===== src/rtl/sfb_pkg.sv =====
package sfb_pkg;
   typedef enum logic [1:0] {SQ_IDLE, SQ_FRAME, SQ_GAP} sq_state_e;
   localparam logic [2:0] A_FRAME1 = 3'd0;
   localparam logic [2:0] A_FRAME2 = 3'd1;
   localparam logic [2:0] A_MODE   = 3'd2;
   localparam logic [2:0] A_GAP    = 3'd3;
   localparam logic [2:0] A_CMD    = 3'd4;
   localparam logic [2:0] A_STAT   = 3'd5;
   localparam logic [2:0] A_TXD    = 3'd6;
   localparam logic [2:0] A_RXD    = 3'd7;
   localparam int CLR_BIT = 1;
endpackage


===== src/rtl/sfb_tick_gen.sv =====
module sfb_tick_gen #(
   parameter int DIV_W = 10
) (
   input  logic             clk,
   input  logic             rst_n,
   input  logic             run,
   input  logic [DIV_W-1:0] div,
   output logic             tick
);
   logic [DIV_W-1:0] cnt;

   assign tick = run && (cnt == div);

   always_ff @(posedge clk or negedge rst_n) begin
      if (!rst_n)             cnt <= '0;
      else if (!run || tick)  cnt <= '0;
      else                    cnt <= cnt + DIV_W'(1);
   end
endmodule


===== src/rtl/sfb_cfg_regs.sv =====
module sfb_cfg_regs import sfb_pkg::*; #(
   parameter int DATA_W = 32,
   parameter int CNT_W  = 6,
   parameter int DIV_W  = 10,
   parameter int GAP_W  = 17,
   parameter int NPORT  = 3
) (
   input  logic              clk,
   input  logic              rst_n,
   input  logic              wr_en,
   input  logic [2:0]        wr_addr,
   input  logic [DATA_W-1:0] wr_data,
   input  logic [2:0]        rd_addr,
   output logic [DATA_W-1:0] rd_data,
   input  logic              busy,
   input  logic              finish,
   input  logic [DATA_W-1:0] rx_word,
   output logic              start,
   output logic [DATA_W-1:0] tx_word,
   output logic              cpol,
   output logic              cpha,
   output logic [DIV_W-1:0]  div,
   output logic              two_frames,
   output logic [NPORT-1:0]  port_en,
   output logic [CNT_W-1:0]  frame_len,
   output logic [CNT_W-1:0]  out_a,
   output logic [CNT_W-1:0]  dly_a,
   output logic [CNT_W-1:0]  in_a,
   output logic [CNT_W-1:0]  out_b,
   output logic [CNT_W-1:0]  dly_b,
   output logic [CNT_W-1:0]  in_b,
   output logic [GAP_W-1:0]  gap_ticks
);
   localparam int FA_W   = 4 * CNT_W;
   localparam int FB_W   = 3 * CNT_W;
   localparam int DIV_LO = 3;
   localparam int TWO_B  = DIV_LO + DIV_W;
   localparam int PORT_LO = TWO_B + 1;
   localparam int MODE_W = PORT_LO + NPORT;
   localparam logic [MODE_W-1:0] MODE_RST = MODE_W'(1) << PORT_LO;

   if (FA_W > DATA_W || MODE_W > DATA_W || GAP_W > DATA_W) begin : g_bad_map
      $error("sfb_cfg_regs: a register field map does not fit the data width");
   end

   logic [FA_W-1:0]   frame_a_q;
   logic [FB_W-1:0]   frame_b_q;
   logic [MODE_W-1:0] mode_q;
   logic [GAP_W-1:0]  gap_q;
   logic [DATA_W-1:0] rx_q;
   logic              done_stk, ovr_stk;
   logic              wr_tx, clr;

   assign wr_tx = wr_en && (wr_addr == A_TXD);
   assign clr   = wr_en && (wr_addr == A_CMD) && wr_data[CLR_BIT];
   assign start = wr_tx && mode_q[0] && !busy;
   assign tx_word = wr_data;

   assign frame_len  = frame_a_q[0*CNT_W +: CNT_W];
   assign out_a      = frame_a_q[1*CNT_W +: CNT_W];
   assign dly_a      = frame_a_q[2*CNT_W +: CNT_W];
   assign in_a       = frame_a_q[3*CNT_W +: CNT_W];
   assign out_b      = frame_b_q[0*CNT_W +: CNT_W];
   assign dly_b      = frame_b_q[1*CNT_W +: CNT_W];
   assign in_b       = frame_b_q[2*CNT_W +: CNT_W];
   assign cpol       = mode_q[1];
   assign cpha       = mode_q[2];
   assign div        = mode_q[DIV_LO +: DIV_W];
   assign two_frames = mode_q[TWO_B];
   assign port_en    = mode_q[PORT_LO +: NPORT];
   assign gap_ticks  = gap_q;

   always_ff @(posedge clk or negedge rst_n) begin
      if (!rst_n) begin
         frame_a_q <= '0;
         frame_b_q <= '0;
         mode_q    <= MODE_RST;
         gap_q     <= '0;
         rx_q      <= '0;
         done_stk  <= 1'b0;
         ovr_stk   <= 1'b0;
      end else begin
         if (wr_en && wr_addr == A_FRAME1) frame_a_q <= wr_data[FA_W-1:0];
         if (wr_en && wr_addr == A_FRAME2) frame_b_q <= wr_data[FB_W-1:0];
         if (wr_en && wr_addr == A_MODE)   mode_q    <= wr_data[MODE_W-1:0];
         if (wr_en && wr_addr == A_GAP)    gap_q     <= wr_data[GAP_W-1:0];
         if (finish) rx_q <= rx_word;
         if (finish)   done_stk <= 1'b1;
         else if (clr) done_stk <= 1'b0;
         if (wr_tx && busy) ovr_stk <= 1'b1;
         else if (clr)      ovr_stk <= 1'b0;
      end
   end

   always_comb begin
      rd_data = '0;
      case (rd_addr)
         A_FRAME1: rd_data[FA_W-1:0]   = frame_a_q;
         A_FRAME2: rd_data[FB_W-1:0]   = frame_b_q;
         A_MODE:   rd_data[MODE_W-1:0] = mode_q;
         A_GAP:    rd_data[GAP_W-1:0]  = gap_q;
         A_STAT:   rd_data[2:0]        = {ovr_stk, done_stk, busy};
         A_RXD:    rd_data             = rx_q;
         default:  rd_data = '0;
      endcase
   end


   ovr_flag_chk: assert property (@(posedge clk) disable iff (!rst_n)
      (wr_tx && busy) |=> ovr_stk);

   clr_flag_chk: assert property (@(posedge clk) disable iff (!rst_n)
      (clr && !finish) |=> !done_stk);
endmodule


===== src/rtl/sfb_frame_seq.sv =====
module sfb_frame_seq import sfb_pkg::*; #(
   parameter int DATA_W = 32,
   parameter int CNT_W  = 6,
   parameter int GAP_W  = 17,
   parameter int TPB    = 8
) (
   input  logic              clk,
   input  logic              rst_n,
   input  logic              start,
   input  logic              tick,
   input  logic              two_frames,
   input  logic              cpol,
   input  logic              cpha,
   input  logic              miso_bit,
   input  logic [DATA_W-1:0] tx_word,
   input  logic [CNT_W-1:0]  frame_len,
   input  logic [CNT_W-1:0]  out_a,
   input  logic [CNT_W-1:0]  dly_a,
   input  logic [CNT_W-1:0]  in_a,
   input  logic [CNT_W-1:0]  out_b,
   input  logic [CNT_W-1:0]  dly_b,
   input  logic [CNT_W-1:0]  in_b,
   input  logic [GAP_W-1:0]  gap_ticks,
   output logic              busy,
   output logic              finish,
   output logic              cs_active,
   output logic              sclk,
   output logic              mosi,
   output logic [DATA_W-1:0] rx_word
);
   localparam int PH_W = (TPB > 2) ? $clog2(TPB) : 1;
   localparam int HALF = TPB / 2;

   if (TPB < 2 || (TPB % 2) != 0 || DATA_W < 2) begin : g_bad_tpb
      $error("sfb_frame_seq: ticks per bit must be even and at least 2");
   end

   sq_state_e         state;
   logic              second;
   logic [CNT_W-1:0]  bitcnt;
   logic [PH_W-1:0]   phase;
   logic [GAP_W-1:0]  gapcnt;
   logic [DATA_W-1:0] txsh, rxsh;
   logic [CNT_W-1:0]  cur_out, cur_dly, cur_in;
   logic              mid, eob, last_bit, out_win, in_win, first_half;

   assign cur_out = second ? out_b : out_a;
   assign cur_dly = second ? dly_b : dly_a;
   assign cur_in  = second ? in_b  : in_a;

   assign mid      = (phase == PH_W'(HALF - 1));
   assign eob      = (phase == PH_W'(TPB - 1));
   assign last_bit = (bitcnt == frame_len - CNT_W'(1));
   assign out_win  = bitcnt < cur_out;
   assign in_win   = (bitcnt >= cur_dly) &&
                     ({1'b0, bitcnt} < ({1'b0, cur_dly} + {1'b0, cur_in}));
   assign first_half = (phase < PH_W'(HALF));

   assign busy      = (state != SQ_IDLE);
   assign cs_active = (state == SQ_FRAME);
   assign finish    = cs_active && tick && eob && last_bit && (second || !two_frames);
   assign rx_word   = rxsh;
   assign mosi      = cs_active && out_win && txsh[DATA_W-1];
   assign sclk      = cs_active ? (cpol ^ (cpha ? first_half : !first_half)) : cpol;

   always_ff @(posedge clk or negedge rst_n) begin
      if (!rst_n) begin
         state  <= SQ_IDLE;
         second <= 1'b0;
         bitcnt <= '0;
         phase  <= '0;
         gapcnt <= '0;
         txsh   <= '0;
         rxsh   <= '0;
      end else begin
         case (state)
            SQ_IDLE: if (start) begin
               state  <= SQ_FRAME;
               second <= 1'b0;
               bitcnt <= '0;
               phase  <= '0;
               txsh   <= tx_word;
               rxsh   <= '0;
            end
            SQ_FRAME: if (tick) begin
               phase <= eob ? '0 : phase + PH_W'(1);
               if (mid && in_win) rxsh <= {rxsh[DATA_W-2:0], miso_bit};
               if (eob) begin
                  if (out_win) txsh <= txsh << 1;
                  bitcnt <= last_bit ? '0 : bitcnt + CNT_W'(1);
                  if (last_bit) begin
                     if (!second && two_frames) begin
                        state  <= SQ_GAP;
                        gapcnt <= gap_ticks;
                     end else begin
                        state <= SQ_IDLE;
                     end
                  end
               end
            end
            SQ_GAP: if (tick) begin
               if (gapcnt == '0) begin
                  state  <= SQ_FRAME;
                  second <= 1'b1;
               end else begin
                  gapcnt <= gapcnt - GAP_W'(1);
               end
            end
            default: state <= SQ_IDLE;
         endcase
      end
   end


   start_cause_chk: assert property (@(posedge clk) disable iff (!rst_n)
      $rose(busy) |-> $past(start));

   end_clears_chk: assert property (@(posedge clk) disable iff (!rst_n)
      finish |=> !busy);

   tick_in_run_chk: assert property (@(posedge clk) disable iff (!rst_n)
      tick |-> busy);

   mosi_hold_chk: assert property (@(posedge clk) disable iff (!rst_n)
      (cs_active && $past(cs_active) && !$past(tick && eob)) |-> $stable(mosi));
endmodule


===== src/rtl/serial_frame_bridge.sv =====
module serial_frame_bridge import sfb_pkg::*; #(
   parameter int DATA_W = 32,
   parameter int CNT_W  = 6,
   parameter int DIV_W  = 10,
   parameter int GAP_W  = 17,
   parameter int NPORT  = 3,
   parameter int TPB    = 8
) (
   input  logic              clk,
   input  logic              rst_n,
   input  logic              reg_wr,
   input  logic [2:0]        reg_waddr,
   input  logic [DATA_W-1:0] reg_wdata,
   input  logic [2:0]        reg_raddr,
   output logic [DATA_W-1:0] reg_rdata,
   output logic              sclk,
   output logic              mosi,
   input  logic [NPORT-1:0]  miso,
   output logic [NPORT-1:0]  cs_n
);
   logic              busy, finish, start, tick, cs_active, miso_bit;
   logic              cpol, cpha, two_frames;
   logic [DIV_W-1:0]  div;
   logic [NPORT-1:0]  port_en, miso_g;
   logic [CNT_W-1:0]  frame_len, out_a, dly_a, in_a, out_b, dly_b, in_b;
   logic [GAP_W-1:0]  gap_ticks;
   logic [DATA_W-1:0] tx_word, rx_word;

   sfb_cfg_regs #(.DATA_W(DATA_W), .CNT_W(CNT_W), .DIV_W(DIV_W),
                  .GAP_W(GAP_W), .NPORT(NPORT)) i_regs (
      .clk, .rst_n, .wr_en(reg_wr), .wr_addr(reg_waddr), .wr_data(reg_wdata),
      .rd_addr(reg_raddr), .rd_data(reg_rdata), .busy, .finish, .rx_word,
      .start, .tx_word, .cpol, .cpha, .div, .two_frames, .port_en,
      .frame_len, .out_a, .dly_a, .in_a, .out_b, .dly_b, .in_b, .gap_ticks);

   sfb_tick_gen #(.DIV_W(DIV_W)) i_tick (
      .clk, .rst_n, .run(busy), .div, .tick);

   sfb_frame_seq #(.DATA_W(DATA_W), .CNT_W(CNT_W), .GAP_W(GAP_W),
                   .TPB(TPB)) i_seq (
      .clk, .rst_n, .start, .tick, .two_frames, .cpol, .cpha, .miso_bit,
      .tx_word, .frame_len, .out_a, .dly_a, .in_a, .out_b, .dly_b, .in_b,
      .gap_ticks, .busy, .finish, .cs_active, .sclk, .mosi, .rx_word);

   for (genvar p = 0; p < NPORT; p++) begin : g_port
      assign cs_n[p]   = ~(cs_active & port_en[p]);
      assign miso_g[p] = miso[p] & port_en[p];
   end
   assign miso_bit = |miso_g;
endmodule


===== config.mk =====
export PLATFORM = sky130hd
export DESIGN_NAME = serial_frame_bridge
export DESIGN_NICKNAME = d
export VERILOG_FILES = /design/src/rtl/sfb_pkg.sv /design/src/rtl/sfb_tick_gen.sv /design/src/rtl/sfb_cfg_regs.sv /design/src/rtl/sfb_frame_seq.sv /design/src/rtl/serial_frame_bridge.sv
export SDC_FILE = /design/constraint.sdc
export NUM_CORES = 1
export LEC_CHECK = 0
export BUFFER_PORTS_ARGS = -buffer_cell sky130_fd_sc_hd__buf_2
export CELL_PAD_IN_SITES_DETAIL_PLACEMENT = 1
export CELL_PAD_IN_SITES_GLOBAL_PLACEMENT = 1
export CORE_MARGIN = 5
export CORE_UTILIZATION = 49
export CTS_BUF_LIST = sky130_fd_sc_hd__clkbuf_16
export CTS_CLUSTER_SIZE = 8
export DETAILED_ROUTE_END_ITERATION = 10
export GPL_TIMING_DRIVEN = 0
export HOLD_SLACK_MARGIN = 0.1
export PLACE_DENSITY_LB_ADDON = 0.1
export SLEW_MARGIN = 5
export SYNTH_ARGS = -nofsm -noshare
export SYNTH_HDL_FRONTEND = slang
export SYNTH_SLANG_ARGS = --single-unit

===== constraint.sdc =====
create_clock -name clk -period 5.3 [get_ports clk]
set_input_delay 0 -clock clk [delete_from_list [all_inputs] [get_ports clk]]
set_output_delay 0 -clock clk [all_outputs]
set_load 0.1 [all_outputs]

==> impl_metrics.json, run 1 <==
{
  "clkTransAtPathRegs_ns": 0.05,
  "clock_latency_ns": 0.55,
  "dieHeight_um": 163,
  "grt_max_degree": 116,
  "synthSimpleGateAreaFrac_pct": 10.6,
  "diodes": 0,
  "synthesis.nets": 1159,
  "synth_top_family_by_area": "compound AO/OA/AOI/OAI gates",
  "ys_warn_count": 0,
  "post-cts-setup-buffers": 0,
  "synth_top_area_share_pct": 46.0,
  "hold_viol_final": 0,
  "synth.most_common_cell": "dfrtp_1",
  "io_buffers": 77,
  "grt_pass1_wl_um": 59700,
  "gp_congestion": 0.910,
  "min_period_ns": 4.96,
  "yosysSeqAreaShare_pct": 46.2,
  "start_util_pct": 49.5,
  "path_cells": "buf_1, clkbuf_1, mux2i_1, inv_1, ha_1, inv_1, o21bai_1, a21oi_1, xor2_1, ha_1, a21oi_1, o31ai_1, a211oi_2, clkbuf_1, o2bb2ai_1, a31o_2",
  "coreArea_mm2": 0.0233,
  "rows": 56,
  "relSlewSlack_pct": 28.4,
  "dieArea_mm2": 0.0267,
  "ys_types": 66,
  "cts_tree": "built",
  "vdd_drop_max_mv": 0.247,
  "synth_compound_area_share_pct": 17.9,
  "cp-start-kind": "register",
  "crit_type": "register to register",
  "rsz0062_at_grt": "no",
  "crit_path_top_delay_cell": "clkbuf_1",
  "p_leak_uw": 0.00608,
  "num_io_pins": 81,
  "synth.mux.area_fraction_pct": 16.1,
  "grt_pass1_vias": 10100,
  "fmax_mhz": 201,
  "drc_errors": 0,
  "area_growth_pct": 17.5,
  "drtAntennaViolNets": 0,
  "cpPeakStageDelay_ns": 0.66,
  "skew_ns": 0.0202,
  "dp_hpwl_um": 27400,
  "worst_hold_slack_ns": 0.0662,
  "grt_remaining_overflow": 0,
  "min_path_type": "primary input to async pin",
  "synth_top_cell_by_area": "dfrtp_1",
  "place_ws_ns": 0.406,
  "die_w_um": 163,
  "synthCells": 1085,
  "avgViaCountPerCell": 6.15,
  "fin_ws_ns": 0.337,
  "ys_top_cells_by_area": "dfrtp_1 (46%), mux2_2 (9.7%), nand2_1 (4.3%)",
  "wirelength_um": 38000,
  "synth-xor-area-share_pct": 2.28,
  "cts_root_buf": "clkbuf_16",
  "avgSynthCellArea_um2": 10.6,
  "synth_seq_cells": 213,
  "numCtsBuffers": 30,
  "clock_sinks": 213,
  "powerDensity_mw_per_mm2": 412,
  "final.period_utilization_pct": 93.6,
  "async_flop_share_pct": 100,
  "ys_top_cells_by_count": "dfrtp_1 (212), nand2_1 (131), mux2_2 (99), a21oi_1 (60), clkbuf_1 (59)",
  "required_ns": 5.74,
  "layout.nets": 1311,
  "drv_cap": 0,
  "synth_fa_ha_area_share_pct": 3.32,
  "firstDrtPassIters": 7,
  "final.setup.tns_ns": 0,
  "wl_per_cell_um": 24.4,
  "hold_buffers": 42,
  "finalMaxSlewViolations": 0,
  "htree_num_levels": 1,
  "clockBufferDepth": 3,
  "crit_fanout": 10,
  "vias": 9572,
  "cts_resized": 0,
  "outcome": "complete, no violations",
  "synth-edff-count": 0,
  "cp.arrival_ns": 5.40,
  "worst_pin_slew_ns": 1.07,
  "drt_iter0_drc": 744,
  "critPathCaptureType": "register",
  "synth_flop_cell": "dfrtp_1",
  "synth_area_mm2": 0.0115,
  "drive_gt1_share_pct": 23.3,
  "grt_usage_pct": 28.8,
  "antenna_found_initial": 0,
  "setup_viol": 0
}
[area by class of cell]
| type | count | area, um^2 |
|---|---|---|
| repair buffers | 120 | 843 |
| flip-flops and latches | 213 | 5330 |
| inverters | 25 | 93.8 |
| clock inverters | 3 | 23.8 |
| multi-input cells | 770 | 5790 |
| clock buffers | 30 | 751 |
| well taps | 319 | 399 |
| fillers | 2566 | 9770 |
| plain buffers | 77 | 327 |
[kinds of logic (layout without fill, tap and decap cells)]
kind of cell,count (synthesis),in the layout
multiplexers,157,157
buffers and inverters,102,255
AO/OA/AOI/OAI,287,287
AND/OR/NAND/NOR,266,266
XOR/XNOR,30,30
adder cells (fa/ha/maj),30,30
flip-flops,213,213
[where the power goes]
| part | switching [uW] | leakage, uW | total (uW) | internal, uW |
|---|---|---|---|---|
| Combinational | 1100 | 0.00311 | 1690 | 592 |
| Clock | 689 | 0.000383 | 1680 | 986 |
| Sequential | 298 | 0.00258 | 2230 | 1930 |
[layout by cell type (no fill, tap or decap), types with 29 or more instances in the layout]
cell           count
a41oi_1           32
mux2_4            29
clkbuf_1          59
dlygate4sd3_1     42
o2bb2ai_1         33
mux2_2            99
dfrtp_1          212
buf_2             82
nor2_1            52
clkbuf_16         30
a21oi_1           60
ha_1              29
nand2_1          131
[metal layers]
layer	track usage (%)	wire length (um)	up-vias
li1	-	-	4296
met1	40.0	17000	4904
met2	47.3	17800	295
met3	3.94	1910	77
met4	8.73	1280	0
met5	0	0	-
[critical path: cells and delay by family, from the launching register on]
family / cells / cell delay [ns]
flops: 1 / 0.45
mux: 1 / 0.40
compound gates: 7 / 1.45
fa+ha+maj: 2 / 0.59
xor+xnor: 1 / 0.18
buf+inv: 5 / 1.78
[through the flow]
stage	utilization, %	total power [uW]	cell area, um^2	std cells
final	58.1	5590	13600	1557
after floorplan	-	3350	11500	1085
after CTS	58.1	5610	13600	1557
after global placement	52.8	3810	12300	1481
after detailed placement	53.0	3880	12400	1482
after global routing	58.1	5880	13600	1557
[sequential cells by signal, summed over array words and instances (netlist names), 2 cells and up]
signal            flops
i_regs.mode_q        17
i_regs.rx_q          32
i_seq.gapcnt         17
i_seq.phase           3
i_regs.frame_b_q     18
i_regs.gap_ticks     17
i_regs.frame_a_q     24
i_seq.bitcnt          6
i_seq.txsh           32
i_seq.state           2
i_tick.cnt           10
i_seq.rx_word        32
[worst paths after layout]
path                                startpoint              endpoint  slack (ns)  depth (start not counted)
max in group asynchronous                rst_n   i_regs.frame_b_q[1]        4.21                          3
worst max-delay path              i_seq.second     i_seq.rx_word[28]        0.34                         16
min in group clk                 reg_wdata[19]  i_regs.frame_a_q[19]        0.23                          3
worst max register to register    i_seq.second     i_seq.rx_word[28]        0.34                         16
worst min-delay path                     rst_n         i_tick.cnt[2]        0.07                          2
worst min register to register  i_seq.phase[1]        i_seq.phase[1]        0.50                          2
Note: power is estimated with default switching activity, not from simulation.
==> run 2: changes to the inputs <==
--- a/config.mk
+++ b/config.mk
@@ -5,11 +5,12 @@
 export SDC_FILE = /design/constraint.sdc
 export NUM_CORES = 1
 export LEC_CHECK = 0
+export ABC_AREA = 1
 export BUFFER_PORTS_ARGS = -buffer_cell sky130_fd_sc_hd__buf_2
 export CELL_PAD_IN_SITES_DETAIL_PLACEMENT = 1
 export CELL_PAD_IN_SITES_GLOBAL_PLACEMENT = 1
 export CORE_MARGIN = 5
-export CORE_UTILIZATION = 49
+export CORE_UTILIZATION = 46
 export CTS_BUF_LIST = sky130_fd_sc_hd__clkbuf_16
 export CTS_CLUSTER_SIZE = 8
 export DETAILED_ROUTE_END_ITERATION = 10
==> impl_metrics.json, run 2 <==
{
  "p_int_uw": 3110,
  "crit_path_top_delay_cell": "clkbuf_1",
  "avgViaCountPerCell": 5.52,
  "clockPowerShare_pct": 36.6,
  "cts_root_buf": "clkbuf_16",
  "regToRegStartpoint": "i_seq.second",
  "pwr-share-comb_pct": 21.6,
  "firstDrtPassIters": 5,
  "clkTransAtPathRegs_ns": 0.05,
  "htree_num_levels": 1,
  "synth_flop_cell": "dfrtp_1",
  "hold_viol_final": 0,
  "coreArea_mm2": 0.0245,
  "power_frac_seq_pct": 41.7,
  "powerDensity_mw_per_mm2": 347,
  "synth_top_area_share_pct": 46.2,
  "fin_ws_ns": 1.36,
  "cts_tree": "built",
  "ys_top_cells_by_count": "nand2_1 (451), dfrtp_1 (212), o21ai_0 (147), inv_1 (138), nor2_1 (97)",
  "p_leak_uw": 0.00677,
  "layout_common_cells": "nand2_1 (451), dfrtp_1 (212), inv_1 (153)",
  "place_ws_ns": 1.40,
  "crit_type": "register to register",
  "start_util_pct": 46.9,
  "finalMaxSlewViolations": 0,
  "die_w_um": 168,
  "cp-start-kind": "register",
  "rsz0062_at_grt": "no",
  "synth.most_common_cell": "nand2_1",
  "dieArea_mm2": 0.0282,
  "outcome": "complete, no violations",
  "synth_area_mm2": 0.0115,
  "relSlewSlack_pct": 41.5,
  "ys_top_cells_by_area": "dfrtp_1 (46%), nand2_1 (15%), o21ai_0 (6.4%)",
  "synthesis.nets": 1526,
  "final.setup.tns_ns": 0,
  "synth-edff-count": 0,
  "grt_usage_pct": 27.6,
  "synthCells": 1452,
  "path_cells": "buf_2, clkbuf_1, o21ai_0, ha_1, fa_1, xnor2_1, ha_1, a21oi_1, nand2_1, nand3_1, nand2_1, nand3b_1, nand2_1, nand2_1, clkbuf_1, nand3_1, nand2_1",
  "antenna_found_initial": 0,
  "worst_pin_slew_ns": 0.877,
  "final.period_utilization_pct": 74.3,
  "min_path_type": "primary input to async pin",
  "skew_ns": 0.0273,
  "dp_hpwl_um": 28100,
  "worst-r2r-setup-slack_ns": 1.36,
  "final_common_cell": "nand2_1",
  "synth_seq_cells": 213,
  "switching_share_pct": 34.1,
  "critPathCaptureType": "register",
  "r2r-end": "i_seq.rx_word[9]",
  "grt_pass1_wl_um": 62300,
  "vias": 10700,
  "cpPeakStageDelay_ns": 0.48,
  "ys_warn_count": 0,
  "drc_errors": 0,
  "diodes": 0,
  "async_flop_share_pct": 100,
  "post-cts-setup-buffers": 0,
  "cpMostUsedCell": "nand2_1",
  "clock_sinks": 213,
  "numCtsBuffers": 30,
  "grt_max_degree": 111,
  "drv_cap": 0,
  "setup_viol": 0,
  "layout.nets": 1681,
  "clockBufferDepth": 3,
  "drtAntennaViolNets": 0,
  "min_period_ns": 3.94,
  "fmax_mhz": 254,
  "dieHeight_um": 168,
  "yosysSeqAreaShare_pct": 46.4,
  "drive_gt1_share_pct": 12.9,
  "crit_fanout": 10,
  "startpoint": "i_seq.second",
  "required_ns": 5.80,
  "vdd_drop_max_mv": 0.295,
  "rows": 57,
  "cp.arrival_ns": 4.43,
  "grt_pass1_vias": 11300,
  "clock_latency_ns": 0.57,
  "grt_remaining_overflow": 0,
  "avgSynthCellArea_um2": 7.91,
  "p_switching_uw": 1600,
  "drt_iter0_drc": 722,
  "num_io_pins": 81,
  "synth_top_cell_by_area": "dfrtp_1",
  "wl_per_cell_um": 20.0,
  "io_buffers": 79,
  "area_growth_pct": 18.4,
  "wirelength_um": 38900,
  "gp_congestion": 0.884,
  "ys_types": 45,
  "rr_worst_depth": 17
}
==> run 2: cell count changes in the layout (fill, tap and decap cells not counted), moves of 33 or more <==
cell / delta
nand2_1: +320
inv_1: +127
o21ai_0: +126
mux2_2: -99
nand3_1: +52
nor2_1: +45
a21oi_1: -36
o2bb2ai_1: -33
==> run 2: worst max-delay path, delay by kind of cell (launching register included) <==
family                     cells  cell delay [ns]
buffers and inverters          3             1.09
adders and majority gates      3             0.96
and+or+nand+nor                8             0.87
AOI/OAI and AO/OA              2             0.43
DFF                            1             0.32
xor gates and xnor gates       1             0.19
==> run 2: area by class of cell <==
class	count	area (um^2)
fill	3039	10900
sequential	213	5330
multi-input combinational	1024	5240
timing repair buffer	123	863
clock buffer	30	751
inverter	150	563
tap	324	405
buffer	65	347
clock inverter	17	90.1
==> run 2: worst max-delay path by stage <==
stage	endpoint	slack, ns	cells past startpoint
global route	i_seq.rx_word[4]	0.93	17
floorplan	i_seq.rx_word[10]	2.33	17
finish	i_seq.rx_word[9]	1.36	17
CTS	i_seq.rx_word[9]	1.35	17
detailed placement	i_seq.rx_word[9]	1.40	17
global placement	i_seq.rx_word[24]	0.31	1
==> run 2: power by group through the flow <==
stage	registers, uW	clock network [uW]	logic (uW)
global placement	1970	0	940
detailed placement	1980	0	981
finish	1970	1720	1020
CTS	1960	1750	1020
global route	1980	1830	1130
floorplan	1920	0	735
==> run 2: cells by family after synthesis <==
| logic type | Yosys count | share of synthesized area [%] |
|---|---|---|
| and+or+nand+nor | 686 | 25.5 |
| AOI/OAI and AO/OA | 277 | 14.3 |
| buffers and inverters | 215 | 7.92 |
| DFF | 213 | 46.4 |
| adders and majority gates | 30 | 3.34 |
| xor gates and xnor gates | 22 | 1.74 |
| muxes | 9 | 0.785 |
==> run 2: stage by stage <==
stage | total power [uW] | instances | hold slack, ns | instance area (um^2) | utilization, %
finish | 4710 | 1946 | 0.0476 | 13600 | 55.6
global route | 4940 | 1946 | 0.160 | 13600 | 55.6
CTS | 4730 | 1946 | 0.129 | 13600 | 55.6
detailed placement | 2960 | 1856 | 0.110 | 12300 | 50.4
global placement | 2910 | 1855 | 0.276 | 12300 | 50.2
floorplan | 2650 | 1452 | -0.296 | 11500 | -
==> run 2: per-layer routing <==
metal,wire length (um),part of all wire [%],track usage [%]
met5,0,0,0
met4,1090,2.8,7.37
met3,2230,5.7,4.99
met2,18700,48,46.3
met1,16900,43,36.9
==> run 2: repair_timing <==
action,CTS,global route
gates resized for setup,0,0
hold buffers,43,0
hold endpoints to repair,218,0
==> run 3: changes to the inputs <==
--- a/config.mk
+++ b/config.mk
@@ -10,7 +10,7 @@
 export CELL_PAD_IN_SITES_DETAIL_PLACEMENT = 1
 export CELL_PAD_IN_SITES_GLOBAL_PLACEMENT = 1
 export CORE_MARGIN = 5
-export CORE_UTILIZATION = 46
+export CORE_UTILIZATION = 41
 export CTS_BUF_LIST = sky130_fd_sc_hd__clkbuf_16
 export CTS_CLUSTER_SIZE = 8
 export DETAILED_ROUTE_END_ITERATION = 10
==> constraint.sdc (replaced) <==
create_clock -name clk -period 3.5 [get_ports clk]
set_input_delay 0 -clock clk [delete_from_list [all_inputs] [get_ports clk]]
set_output_delay 0 -clock clk [all_outputs]
set_load 0.1 [all_outputs]
==> impl_metrics.json, run 3 (synthesis gave the netlist of run 2 again) <==
{
  "grt_pass1_wl_um": 62200,
  "nFillCells": 3409,
  "htree_num_levels": 1,
  "clock_latency_ns": 0.56,
  "switching_share_pct": 34.1,
  "dieArea_mm2": 0.0314,
  "clockPowerShare_pct": 36.4,
  "numCtsBuffers": 30,
  "grt_usage_pct": 25.1,
  "rows": 61,
  "vdd_drop_max_mv": 0.379,
  "drt_iter0_drc": 598,
  "gp_congestion": 0.895,
  "layout_common_cells": "nand2_1 (450), dfrtp_1 (212), inv_1 (152)",
  "crit_fanout": 10,
  "relSlewSlack_pct": 51.9,
  "worst_hold_slack_ns": 0.267,
  "pwr-share-comb_pct": 21.9,
  "setup_viol": 0,
  "final_common_cell": "nand2_1",
  "antenna_found_initial": 2,
  "firstDrtPassIters": 5,
  "cts_tree": "built",
  "worst_pin_slew_ns": 0.722,
  "vias": 10600,
  "fmax_mhz": 306,
  "multiInputGateArea_mm2": 0.00526,
  "clockBufferDepth": 3,
  "layout.nets": 1684,
  "required_ns": 3.95,
  "drtAntennaViolNets": 0,
  "num_io_pins": 81,
  "die_w_um": 177,
  "grt_pass1_vias": 11200,
  "p_leak_uw": 0.00682,
  "cp.arrival_ns": 3.71,
  "finalMaxSlewViolations": 0,
  "drive_gt1_share_pct": 13.6,
  "cts_root_buf": "clkbuf_16",
  "clkTransAtPathRegs_ns": 0.05,
  "powerDensity_mw_per_mm2": 519,
  "final.period_utilization_pct": 93.2,
  "power_frac_seq_pct": 41.7,
  "critPathCaptureType": "register",
  "dieHeight_um": 177,
  "io_buffers": 79,
  "finish.utilization_pct": 49.6,
  "grt_remaining_overflow": 0,
  "avgViaCountPerCell": 5.31,
  "start_util_pct": 41.4,
  "min_path_type": "primary input to register",
  "hold_viol_final": 0,
  "drc_errors": 0,
  "coreArea_mm2": 0.0277,
  "p_int_uw": 4710,
  "dp_hpwl_um": 29000,
  "wl_per_cell_um": 19.5,
  "min_period_ns": 3.26,
  "drv_cap": 0,
  "grt_max_degree": 87,
  "crit_type": "register to register",
  "outcome": "complete, no violations",
  "clock_sinks": 213,
  "p_switching_uw": 2430,
  "cp-start-kind": "register",
  "wirelength_um": 39000,
  "area_growth_pct": 19.7,
  "post-cts-setup-buffers": 0,
  "seqCellArea_mm2": 0.00533,
  "skew_ns": 0.0107
}
[run 3: cell types whose count changed in the layout (fill, tap and decap cells not counted), sizes merged]
cell and change:
buf +5, clkbuf -3, diode +1, dlygate4sd3 +1, inv -1
[run 3: power groups by stage]
stage | clock (uW) | combinational, uW | sequential (uW)
floorplan | 0 | 1110 | 2900
CTS | 2660 | 1560 | 2970
global route | 2750 | 1720 | 3000
global placement | 0 | 1440 | 2990
detailed placement | 0 | 1510 | 3000
finish | 2600 | 1560 | 2980
[run 3: final timing paths]
check / slack, ns / depth (start not counted) / startpoint / end
setup / recovery: 0.24 / 17 / i_seq.second / i_seq.rx_word[29]
hold / removal: 0.27 / 4 / reg_wdata[27] / i_seq.txsh[27]
setup reg to reg: 0.24 / 17 / i_seq.second / i_seq.rx_word[29]
hold reg to reg: 0.47 / 2 / i_seq.rx_word[24] / i_seq.rx_word[24]
max in group asynchronous: 2.10 / 5 / rst_n / i_seq.state[0]
min in group asynchronous: 0.56 / 4 / rst_n / i_seq.bitcnt[2]
[run 3: worst max-delay path, cell delays in order (launching register included)]
cell	delay, ns
dfrtp_1	0.35
clkbuf_4	0.19
buf_4	0.19
o21ai_0	0.40
ha_1	0.32
nand3_1	0.08
nand2_1	0.09
a21o_1	0.17
a21oi_1	0.16
xor2_1	0.21
ha_1	0.26
nand3b_1	0.08
nand2_1	0.13
nand2_4	0.12
nand2_2	0.11
buf_6	0.17
nand2_1	0.06
nand2_1	0.05
[run 3: metal layers]
| layer | track usage [%] | routed length (um) | vias to the layer above |
|---|---|---|---|
| met1 | 34.4 | 17900 | 5287 |
| met5 | 0 | 7 | - |
| li1 | - | - | 5034 |
| met3 | 3.41 | 1660 | 64 |
| met4 | 7.38 | 1250 | 2 |
| met2 | 41.6 | 18200 | 242 |
[run 3: layout make-up]
| cell class | instances | area share, % |
|---|---|---|
| repair buffers | 126 | 6.75 |
| well taps | 378 | 3.44 |
| multi-input cells | 1024 | 38.3 |
| clock inverters | 16 | 0.528 |
| inverters | 150 | 4.10 |
| diodes | 1 | 0.0182 |
| plain buffers | 65 | 2.65 |
| flip-flops and latches | 213 | 38.8 |
| clock buffers | 30 | 5.46 |
[run 3: stage by stage]
step	instances	TNS (ns)	power, uW	instance area, um^2	worst slack [ns]
2_1_floorplan	1452	0	4010	11500	0.528
3_3_place_gp	1909	-337.23	4430	12300	-1.58
3_5_place_dp	1911	-8.77	4510	12400	-0.307
4_1_cts	2002	0	7190	13700	0.0123
5_1_grt	2002	-0.00683	7470	13700	-0.00683
6_report	2003	0	7140	13700	0.237
[run 3: what timing repair did]
action,4_1_cts,5_1_grt
hold endpoints to repair,241,0
hold buffers,45,0
setup endpoints to repair,32,32
resized for setup,7,19
